### config.mk
export PLATFORM = sky130hd
export DESIGN_NAME = imp_calibrator
export DESIGN_NICKNAME = d
export VERILOG_FILES = /design/src/rtl/calib_pkg.sv /design/src/rtl/calib_interval_timer.sv /design/src/rtl/calib_code_stepper.sv /design/src/rtl/imp_calibrator.sv
export SDC_FILE = /design/constraint.sdc
export NUM_CORES = 1
export LEC_CHECK = 0
export CORE_AREA = 2 2 66 68
export CTS_CLUSTER_DIAMETER = 30
export DETAILED_ROUTE_END_ITERATION = 10
export DIE_AREA = 0 0 68 70
export MAX_ROUTING_LAYER = met4
export PLACE_DENSITY = 0.51
export SYNTH_ARGS = -nofsm -noshare
export SYNTH_HDL_FRONTEND = slang
export SYNTH_SLANG_ARGS = --single-unit
export TNS_END_PERCENT = 10
### constraint.sdc
create_clock -name clk -period 3.3 [get_ports clk]
set_input_delay 0.66 -clock clk [delete_from_list [all_inputs] [get_ports clk]]
set_output_delay 0.66 -clock clk [all_outputs]
set_load 0.005 [all_outputs]
### src/rtl/calib_pkg.sv
package calib_pkg;
  typedef enum logic [1:0] {
    VERDICT_MATCH  = 2'b00,
    VERDICT_WEAK   = 2'b01,
    VERDICT_STRONG = 2'b10,
    VERDICT_BOTH   = 2'b11
  } verdict_e;
endpackage

### src/rtl/calib_interval_timer.sv
module calib_interval_timer #(
  parameter int INTERVAL = 1024
) (
  input  logic clk,
  input  logic rst_n,
  output logic tick
);
  localparam int CNT_W = (INTERVAL > 1) ? $clog2(INTERVAL) : 1;
  localparam logic [CNT_W-1:0] LAST = CNT_W'(INTERVAL - 1);

  logic [CNT_W-1:0] cnt;
  logic             wrap;

  assign wrap = (cnt == LAST);
  assign tick = wrap;

  always_ff @(posedge clk or negedge rst_n) begin
    if (!rst_n)    cnt <= '0;
    else if (wrap) cnt <= '0;
    else           cnt <= cnt + 1'b1;
  end

  // the counter stays inside the interval range
  assert_count_range_R2: assert property (@(posedge clk) disable iff (!rst_n)
    cnt <= LAST);

  // after a tick the count restarts from zero
  assert_restart_R2: assert property (@(posedge clk) disable iff (!rst_n)
    tick |=> (cnt == '0));
endmodule

### src/rtl/calib_code_stepper.sv
module calib_code_stepper
  import calib_pkg::*;
#(
  parameter int CODE_W = 6
) (
  input  logic              clk,
  input  logic              rst_n,
  input  logic              tick,
  input  logic              cmp_vld,
  input  logic [1:0]        cmp_res,
  output logic [CODE_W-1:0] zcode,
  output logic              zcode_upd,
  output logic              zcode_sat
);
  localparam logic [CODE_W-1:0] CODE_MAX = '1;
  localparam logic [CODE_W-1:0] CODE_MIN = '0;
  localparam logic [CODE_W-1:0] CODE_MID = CODE_W'(1) << (CODE_W - 1);
  localparam logic [CODE_W-1:0] ONE      = CODE_W'(1);

  // Returns {saturated, next code} for one evaluation.
  function automatic logic [CODE_W:0] step_code(
    input logic [CODE_W-1:0] cur,
    input logic              up,
    input logic              dn
  );
    logic [CODE_W-1:0] nxt;
    logic              sat;
    nxt = cur;
    sat = 1'b0;
    if (up) begin
      if (cur == CODE_MAX) sat = 1'b1;
      else                 nxt = cur + ONE;
    end else if (dn) begin
      if (cur == CODE_MIN) sat = 1'b1;
      else                 nxt = cur - ONE;
    end
    return {sat, nxt};
  endfunction

  verdict_e          verdict;
  logic              eval_now;
  logic              req_up;
  logic              req_dn;
  logic [CODE_W:0]   step_res;
  logic [CODE_W-1:0] code_nxt;
  logic              sat_nxt;
  logic              code_moves;

  assign verdict    = verdict_e'(cmp_res);
  assign eval_now   = tick && cmp_vld;
  assign req_up     = (verdict == VERDICT_WEAK);
  assign req_dn     = (verdict == VERDICT_STRONG);
  assign step_res   = step_code(zcode, req_up, req_dn);
  assign code_nxt   = step_res[CODE_W-1:0];
  assign sat_nxt    = step_res[CODE_W];
  assign code_moves = eval_now && (code_nxt != zcode);

  always_ff @(posedge clk or negedge rst_n) begin
    if (!rst_n) begin
      zcode     <= CODE_MID;
      zcode_upd <= 1'b0;
      zcode_sat <= 1'b0;
    end else begin
      zcode_upd <= code_moves;
      if (eval_now) begin
        zcode     <= code_nxt;
        zcode_sat <= sat_nxt;
      end
    end
  end

  // the code changes only at an evaluation
  assert_hold_between_R2: assert property (@(posedge clk) disable iff (!rst_n)
    !tick |=> $stable(zcode));

  // the code moves by one step at most
  assert_single_step_R3: assert property (@(posedge clk) disable iff (!rst_n)
    1'b1 |=> (zcode == $past(zcode)) || (zcode == $past(zcode) + ONE)
             || (zcode == $past(zcode) - ONE));

  // an invalid comparator result changes nothing
  assert_invalid_hold_R5: assert property (@(posedge clk) disable iff (!rst_n)
    (tick && !cmp_vld) |=> ($stable(zcode) && $stable(zcode_sat)));

  // no wrap at the top of the range
  assert_no_wrap_top_R6: assert property (@(posedge clk) disable iff (!rst_n)
    (zcode == CODE_MAX) |=> (zcode != CODE_MIN));

  // no wrap at the bottom of the range
  assert_no_wrap_bot_R6: assert property (@(posedge clk) disable iff (!rst_n)
    (zcode == CODE_MIN) |=> (zcode != CODE_MAX));

  // the strobe follows each code change and nothing else
  assert_strobe_R7: assert property (@(posedge clk) disable iff (!rst_n)
    1'b1 |=> (zcode_upd == (zcode != $past(zcode))));
endmodule

### src/rtl/imp_calibrator.sv
module imp_calibrator #(
  parameter int CODE_W   = 6,
  parameter int INTERVAL = 1024
) (
  input  logic              clk,
  input  logic              rst_n,
  input  logic              cmp_vld,
  input  logic [1:0]        cmp_res,
  output logic [CODE_W-1:0] zcode,
  output logic              zcode_upd,
  output logic              zcode_sat
);
  logic eval_tick;

  calib_interval_timer #(.INTERVAL(INTERVAL)) u_timer (
    .clk   (clk),
    .rst_n (rst_n),
    .tick  (eval_tick)
  );

  calib_code_stepper #(.CODE_W(CODE_W)) u_step (
    .clk       (clk),
    .rst_n     (rst_n),
    .tick      (eval_tick),
    .cmp_vld   (cmp_vld),
    .cmp_res   (cmp_res),
    .zcode     (zcode),
    .zcode_upd (zcode_upd),
    .zcode_sat (zcode_sat)
  );

  // the strobe never lasts two cycles
  assert_strobe_pulse_R7: assert property (@(posedge clk) disable iff (!rst_n)
    zcode_upd |=> !zcode_upd);
endmodule

Word-level counts from Yosys, hierarchy flattened
Cells that the tools add are included.

Register bits after elaboration: 18. Bits of input ports: 5. Word-level logic and storage cells: 24.

Add/subtract/negate cells: 3. Reduce and logical (&&, ||, !) cells: 3. Eq/ne operators: 5. Mux-type cells: 9.

Operators with widths (count): $mux W6 (4); $add A10 B1 Y10 const B (1); $eq A10 B10 Y1 const B (1); $mux W10 (1); $add A6 B1 Y6 const B (1); $eq A6 B6 Y1 const B (1); $logic_not A6 Y1 (1); $ne A6 B6 Y1 (1); $sub A6 B1 Y6 const B (1); $mux W1 (4); $eq A2 B1 Y1 const B (1); $eq A2 B2 Y1 const B (1); $logic_and A1 B1 Y1 (2).

Longest topological paths before layout
Word-level depth: 6. Mapped depth: 7.

Cells and area by module
From an unflattened synthesis, not the netlist that was laid out.

Cells, all modules: 116. Area, all modules: 1104.8 µm².

Modules (own cells, without submodules): calib_code_stepper (instances 1, area each 631.9 µm², cells each 74); calib_interval_timer (instances 1, area each 473.0 µm², cells each 42).

Worst setup path before layout
No wires, ideal clock.

Kind: flip-flop to flip-flop. Start: register u_step.zcode[1]. End: register u_step.zcode[2]. Arrival time: 1.624 ns. Setup time: 0.121 ns. Clock period less this slack: 1.746 ns. Path slack: 1.554 ns. Buffers on the path: 0. Required time: 3.179 ns. Stages on the path, launching flop included: 7. Cells stage by stage: dfrtp_1 inv_1 ha_1 or4b_4 o2111ai_1 a2bb2oi_1 o22a_1.

Longest elaborated chain between the ends: 4. Elaborated cells between the ends (all ways): 8. Classes of those cells: 2 x add/sub; 1 x eq/ne; 4 x mux; 1 x reduce/logical.

RTL lines: start: declaration (RTL line calib_code_stepper.sv:11) `output logic [CODE_W-1:0] zcode,`; start signal: assignment (RTL line calib_code_stepper.sv:66) `zcode <= code_nxt;`; $sub A6 B1 Y6 / $logic_not A6 Y1 (equally long branches) (RTL line calib_code_stepper.sv:35, calib_code_stepper.sv:34); $mux W6 (RTL line calib_code_stepper.sv:34) `if (cur == CODE_MIN) sat = 1'b1;`; $mux W6 (RTL line calib_code_stepper.sv:33) `end else if (dn) begin`; $mux W6 (*) (RTL line calib_code_stepper.sv:30) `if (up) begin`.

Mark *: on every way between the ends. The rest lies on a longest branch, timed or not. A chain may end at the register's enable or synchronous reset.

Final worst setup path
Start: input cmp_res[0]. End: register u_step.zcode[3].

Longest elaborated chain between the ends: 3. Elaborated cells between the ends (all ways): 4. Classes of those cells: 2 x eq/ne; 2 x mux.

RTL lines: start: declaration (RTL line imp_calibrator.sv:8) `input logic [1:0] cmp_res,`; $eq A2 B2 Y1 (RTL line calib_code_stepper.sv:52) `assign req_dn = (verdict == VERDICT_STRONG);`; $mux W6 (RTL line calib_code_stepper.sv:33); $mux W6 (*) (RTL line calib_code_stepper.sv:30).

Marked as above.

==> results.txt <==
- Horiz. Die Dim: 68 um
- Global-route wire length before repair: 4.409 mm
* Multi-input logic area: 660.6 um2
- Number of DRC violations after detailed routing: 0
* Number of cells in the finished layout apart from fillers: 189
* Number of resized instances in the post-cts repair step: 0
- Arrival time of data at the critical path endpoint: 2250 ps
- Of the cells placed in the final design, the portion with a size suffix greater than 1 is 9.489%.
* Worst Tran Pin Value: 833.6 ps
* Post-synth top flop: sky130_fd_sc_hd__dfrtp_1
* Biggest fanout along the worst timing path: 11
- On the final layout, the worst clock skew is 3.732 ps.
- Area share of the largest cell type after synthesis: 36.48%
- Synthesized-area fraction occupied by ao, oa, aoi and oai cells: 18.78%
- Final clock period utilization by the worst path: 63.71%
- Unrepaired setup endpoints after global routing: no
* Routability cong.: 0.8407
- Of the total synthesized cell area, the portion taken by full adders, half adders and majority gates is 4.292%.
- Worst reg-to-reg setup slack: 1340 ps
- Clock latency at the later pin of the worst-skew pair: 250 ps
* Cell leakage power: 0.0005344 uW
- Fraction of synthesized cell area in xor and xnor cells: 6.009%
- Max Buffers Root-to-Sink: 2
- Chip Height: 70 um
* Kind of critical path: primary input to flop
* Max frequency: 475.6 MHz
* Number of optimization iterations in the first detailed-route pass: 4
- Setup violations remaining at the end of the flow were counted as 0.
- The share of the Yosys chip area taken by registers is 38.73%.
- Across the run, the number of max-cap violations was 0.
- TritonCTS created 3 clock buffers.
- Total Nets Final: 147
- Fin. max-slew vios: 0
- In the synthesized netlist, the cells that appear most often are sky130_fd_sc_hd__dfrtp_1, sky130_fd_sc_hd__nor2_1, sky130_fd_sc_hd__nand2_1.
* Cell types with the largest area share after synthesis: sky130_fd_sc_hd__dfrtp_1, sky130_fd_sc_hd__nor2_1, sky130_fd_sc_hd__ha_1, sky130_fd_sc_hd__xnor2_1, sky130_fd_sc_hd__xor2_1
- Vias per cell: 5.153
- Flip-flop and latch count after synthesis: 18
* Area share of and/or/nand/nor cells after synthesis: 27.58%
- Status: completed
* Port bufs: 12
- After floorplanning, the core was sized to cover 4144 um2.
* Worst EP required: 3440 ps
* Io pins: 13
- Worst setup EP type: flop
- Average wire length per cell after detail routing: 13.12 um
* Number of levels the H-tree was split into: 1
- Number of different library cells in the post-synthesis netlist: 45
- TritonCTS built the clock tree.
* Nets in the synthesized netlist: 137
* Total congestion overflow after global routing: 0
- Count of flip-flops with a built-in enable after synthesis: 0
- Post-route minimum period: 2102 ps
* Cell type with the highest aggregate area in the netlist: sky130_fd_sc_hd__dfrtp_1
- Of all flip-flops after synthesis, the portion carrying an async set or reset was 100.0%.
- 0 antenna diodes ended up in the layout.
- Once placement completed, the tool counted placed cells totaling 185.
- Summed over all failing endpoints, the final setup total negative slack is 0 ps.
* Iter 0 DRT Violations: 61
- Initial core utilization: 28.14%
* Worst vdd rail ir drop: 152.0 uV
- Clk root buf: sky130_fd_sc_hd__clkbuf_8
* Most frequent cell after synthesis: sky130_fd_sc_hd__dfrtp_1
* Final routed wirelength across all metal layers: 2.479 mm
- After synthesis, the largest family of logic cells by area is simple AND/OR/NAND/NOR gates.
- Post-synthesis instance area: 1166 um2
* Die area: 4760 um2
- Vias after detailed routing: 974
* CTS clk-pin slew, worst paths: 70 ps
- Power spread over the standard cell area amounts to 310.1 nW/um2.
- Clock tree synthesis found a total of 18 sinks.
* Worst hold-check slack: 490.5 ps
* Post-route antenna net violation count: 0
- From synthesis to final layout, the design area changed by 17.27%.
- The number of antenna violations at the first check in global routing is 0.
- Largest net degree at the start of global routing: 19
- Yosys Warn Count: 0
* Quantity of hold-fixing buffers added after cts: 0
- Number of fillers in the final layout: 442
* Cells after synthesis: 128
- Post-synthesis mux area share: 0%
- A synthesized cell averages 9.110 um2.
- Startpoint class of the critical path: primary input
* Kind of path behind the tightest hold check: flop to flop
- In the final layout, flip-flops and latches occupy 451.7 um2.
- Hold violation count in the final report: 0
- Post-CTS Setup Bufs: 0
- Worst max-slew margin expressed relative to the limit: 44.26%
- DPL Wire Length: 1.843 mm
- Number of global-route vias before repair: 982
* Number of placement rows: 24
- Global-route usage over all layers: 12.20%
==> worst max-delay path, cell delays in order <==
cell,delay (ps)
sky130_fd_sc_hd__clkdlybuf4s50_1,660
sky130_fd_sc_hd__nor2b_1,260
sky130_fd_sc_hd__o21ai_1,220
sky130_fd_sc_hd__o21ba_4,260
sky130_fd_sc_hd__o22a_1,190
==> through the flow <==
stage / setup slack, ps / total power [uW] / util [%] / instance area [um2]
floorplan: 1554 / 237.3 / - / 1166
global placement: 979.3 / 248.1 / 31.67 / 1313
detailed placement: 933.3 / 248.4 / 31.67 / 1313
CTS: 1203 / 430.2 / 33.00 / 1368
global route: 1081 / 445.3 / 33.00 / 1368
finish: 1198 / 424.1 / 33.00 / 1368
==> routing by layer <==
metal  global-route usage, %  routed length [um]  vias to the layer above
met3                   1.449                  85                        6
li1                        -                   -                      485
met2                   18.77                1149                       19
met1                   15.84                1188                      464
met5                       -                   0                        -
met4                   5.556                  56                        0
==> sequential cells by signal, summed over array words and instances (netlist names) <==
| register | count |
|---|---|
| u_step.zcode_sat | 1 |
| u_step.zcode_upd | 1 |
| u_timer.cnt | 10 |
| u_step.zcode | 6 |
==> power by group <==
group | internal (uW) | switching, uW | total, uW | leakage [uW]
clock network | 106 | 74.0 | 180 | 0.0000288
registers | 221 | 0 | 221 | 0.000223
logic | 9.23 | 14.2 | 23.5 | 0.000283
total | 336 | 88.2 | 424 | 0.000534
==> layout make-up <==
| type | count | share of cell area, % |
|---|---|---|
| Timing Repair Buffer | 12 | 8.783 |
| Sequential cell | 18 | 33.03 |
| Multi-Input combinational cell | 99 | 48.31 |
| Tap cell | 52 | 4.758 |
| Clock buffer | 4 | 4.026 |
| Inverter | 4 | 1.098 |
==> final timing paths <==
| path | start | end | depth (start not counted) |
|---|---|---|---|
| max reg2reg | u_step.zcode[1] | u_step.zcode[2] | 6 |
| max in group asynchronous | rst_n | u_step.zcode_sat | 1 |
| max | cmp_res[0] | u_step.zcode[3] | 5 |
| min in group asynchronous | rst_n | u_timer.cnt[1] | 1 |
| min reg2reg | u_timer.cnt[0] | u_timer.cnt[0] | 1 |
| min | u_timer.cnt[0] | u_timer.cnt[0] | 1 |
==> cell usage in the layout, fill, tap and decap left out, types with 2 or more instances in the layout <==
master	instances
sky130_fd_sc_hd__a21oi_1	4
sky130_fd_sc_hd__a2bb2oi_1	2
sky130_fd_sc_hd__clkbuf_8	4
sky130_fd_sc_hd__clkdlybuf4s50_1	12
sky130_fd_sc_hd__dfrtp_1	17
sky130_fd_sc_hd__ha_1	4
sky130_fd_sc_hd__inv_1	4
sky130_fd_sc_hd__nand2_1	9
sky130_fd_sc_hd__nand2b_1	4
sky130_fd_sc_hd__nand3_1	5
sky130_fd_sc_hd__nand4_1	5
sky130_fd_sc_hd__nor2_1	14
sky130_fd_sc_hd__nor2b_1	3
sky130_fd_sc_hd__nor3_1	5
sky130_fd_sc_hd__o2111ai_1	3
sky130_fd_sc_hd__o21ai_0	3
sky130_fd_sc_hd__o21ai_1	2
sky130_fd_sc_hd__o22a_1	3
sky130_fd_sc_hd__o31ai_1	3
sky130_fd_sc_hd__or2_2	2
sky130_fd_sc_hd__xnor2_1	4
sky130_fd_sc_hd__xor2_1	4
==> cells by family after synthesis <==
kind of cell    Yosys count
fa+ha+maj                 4
buf+inv                  11
flops                    18
compound gates           29
simple gates             58
xor+xnor                  8
Power figures use the tool's default switching activity.
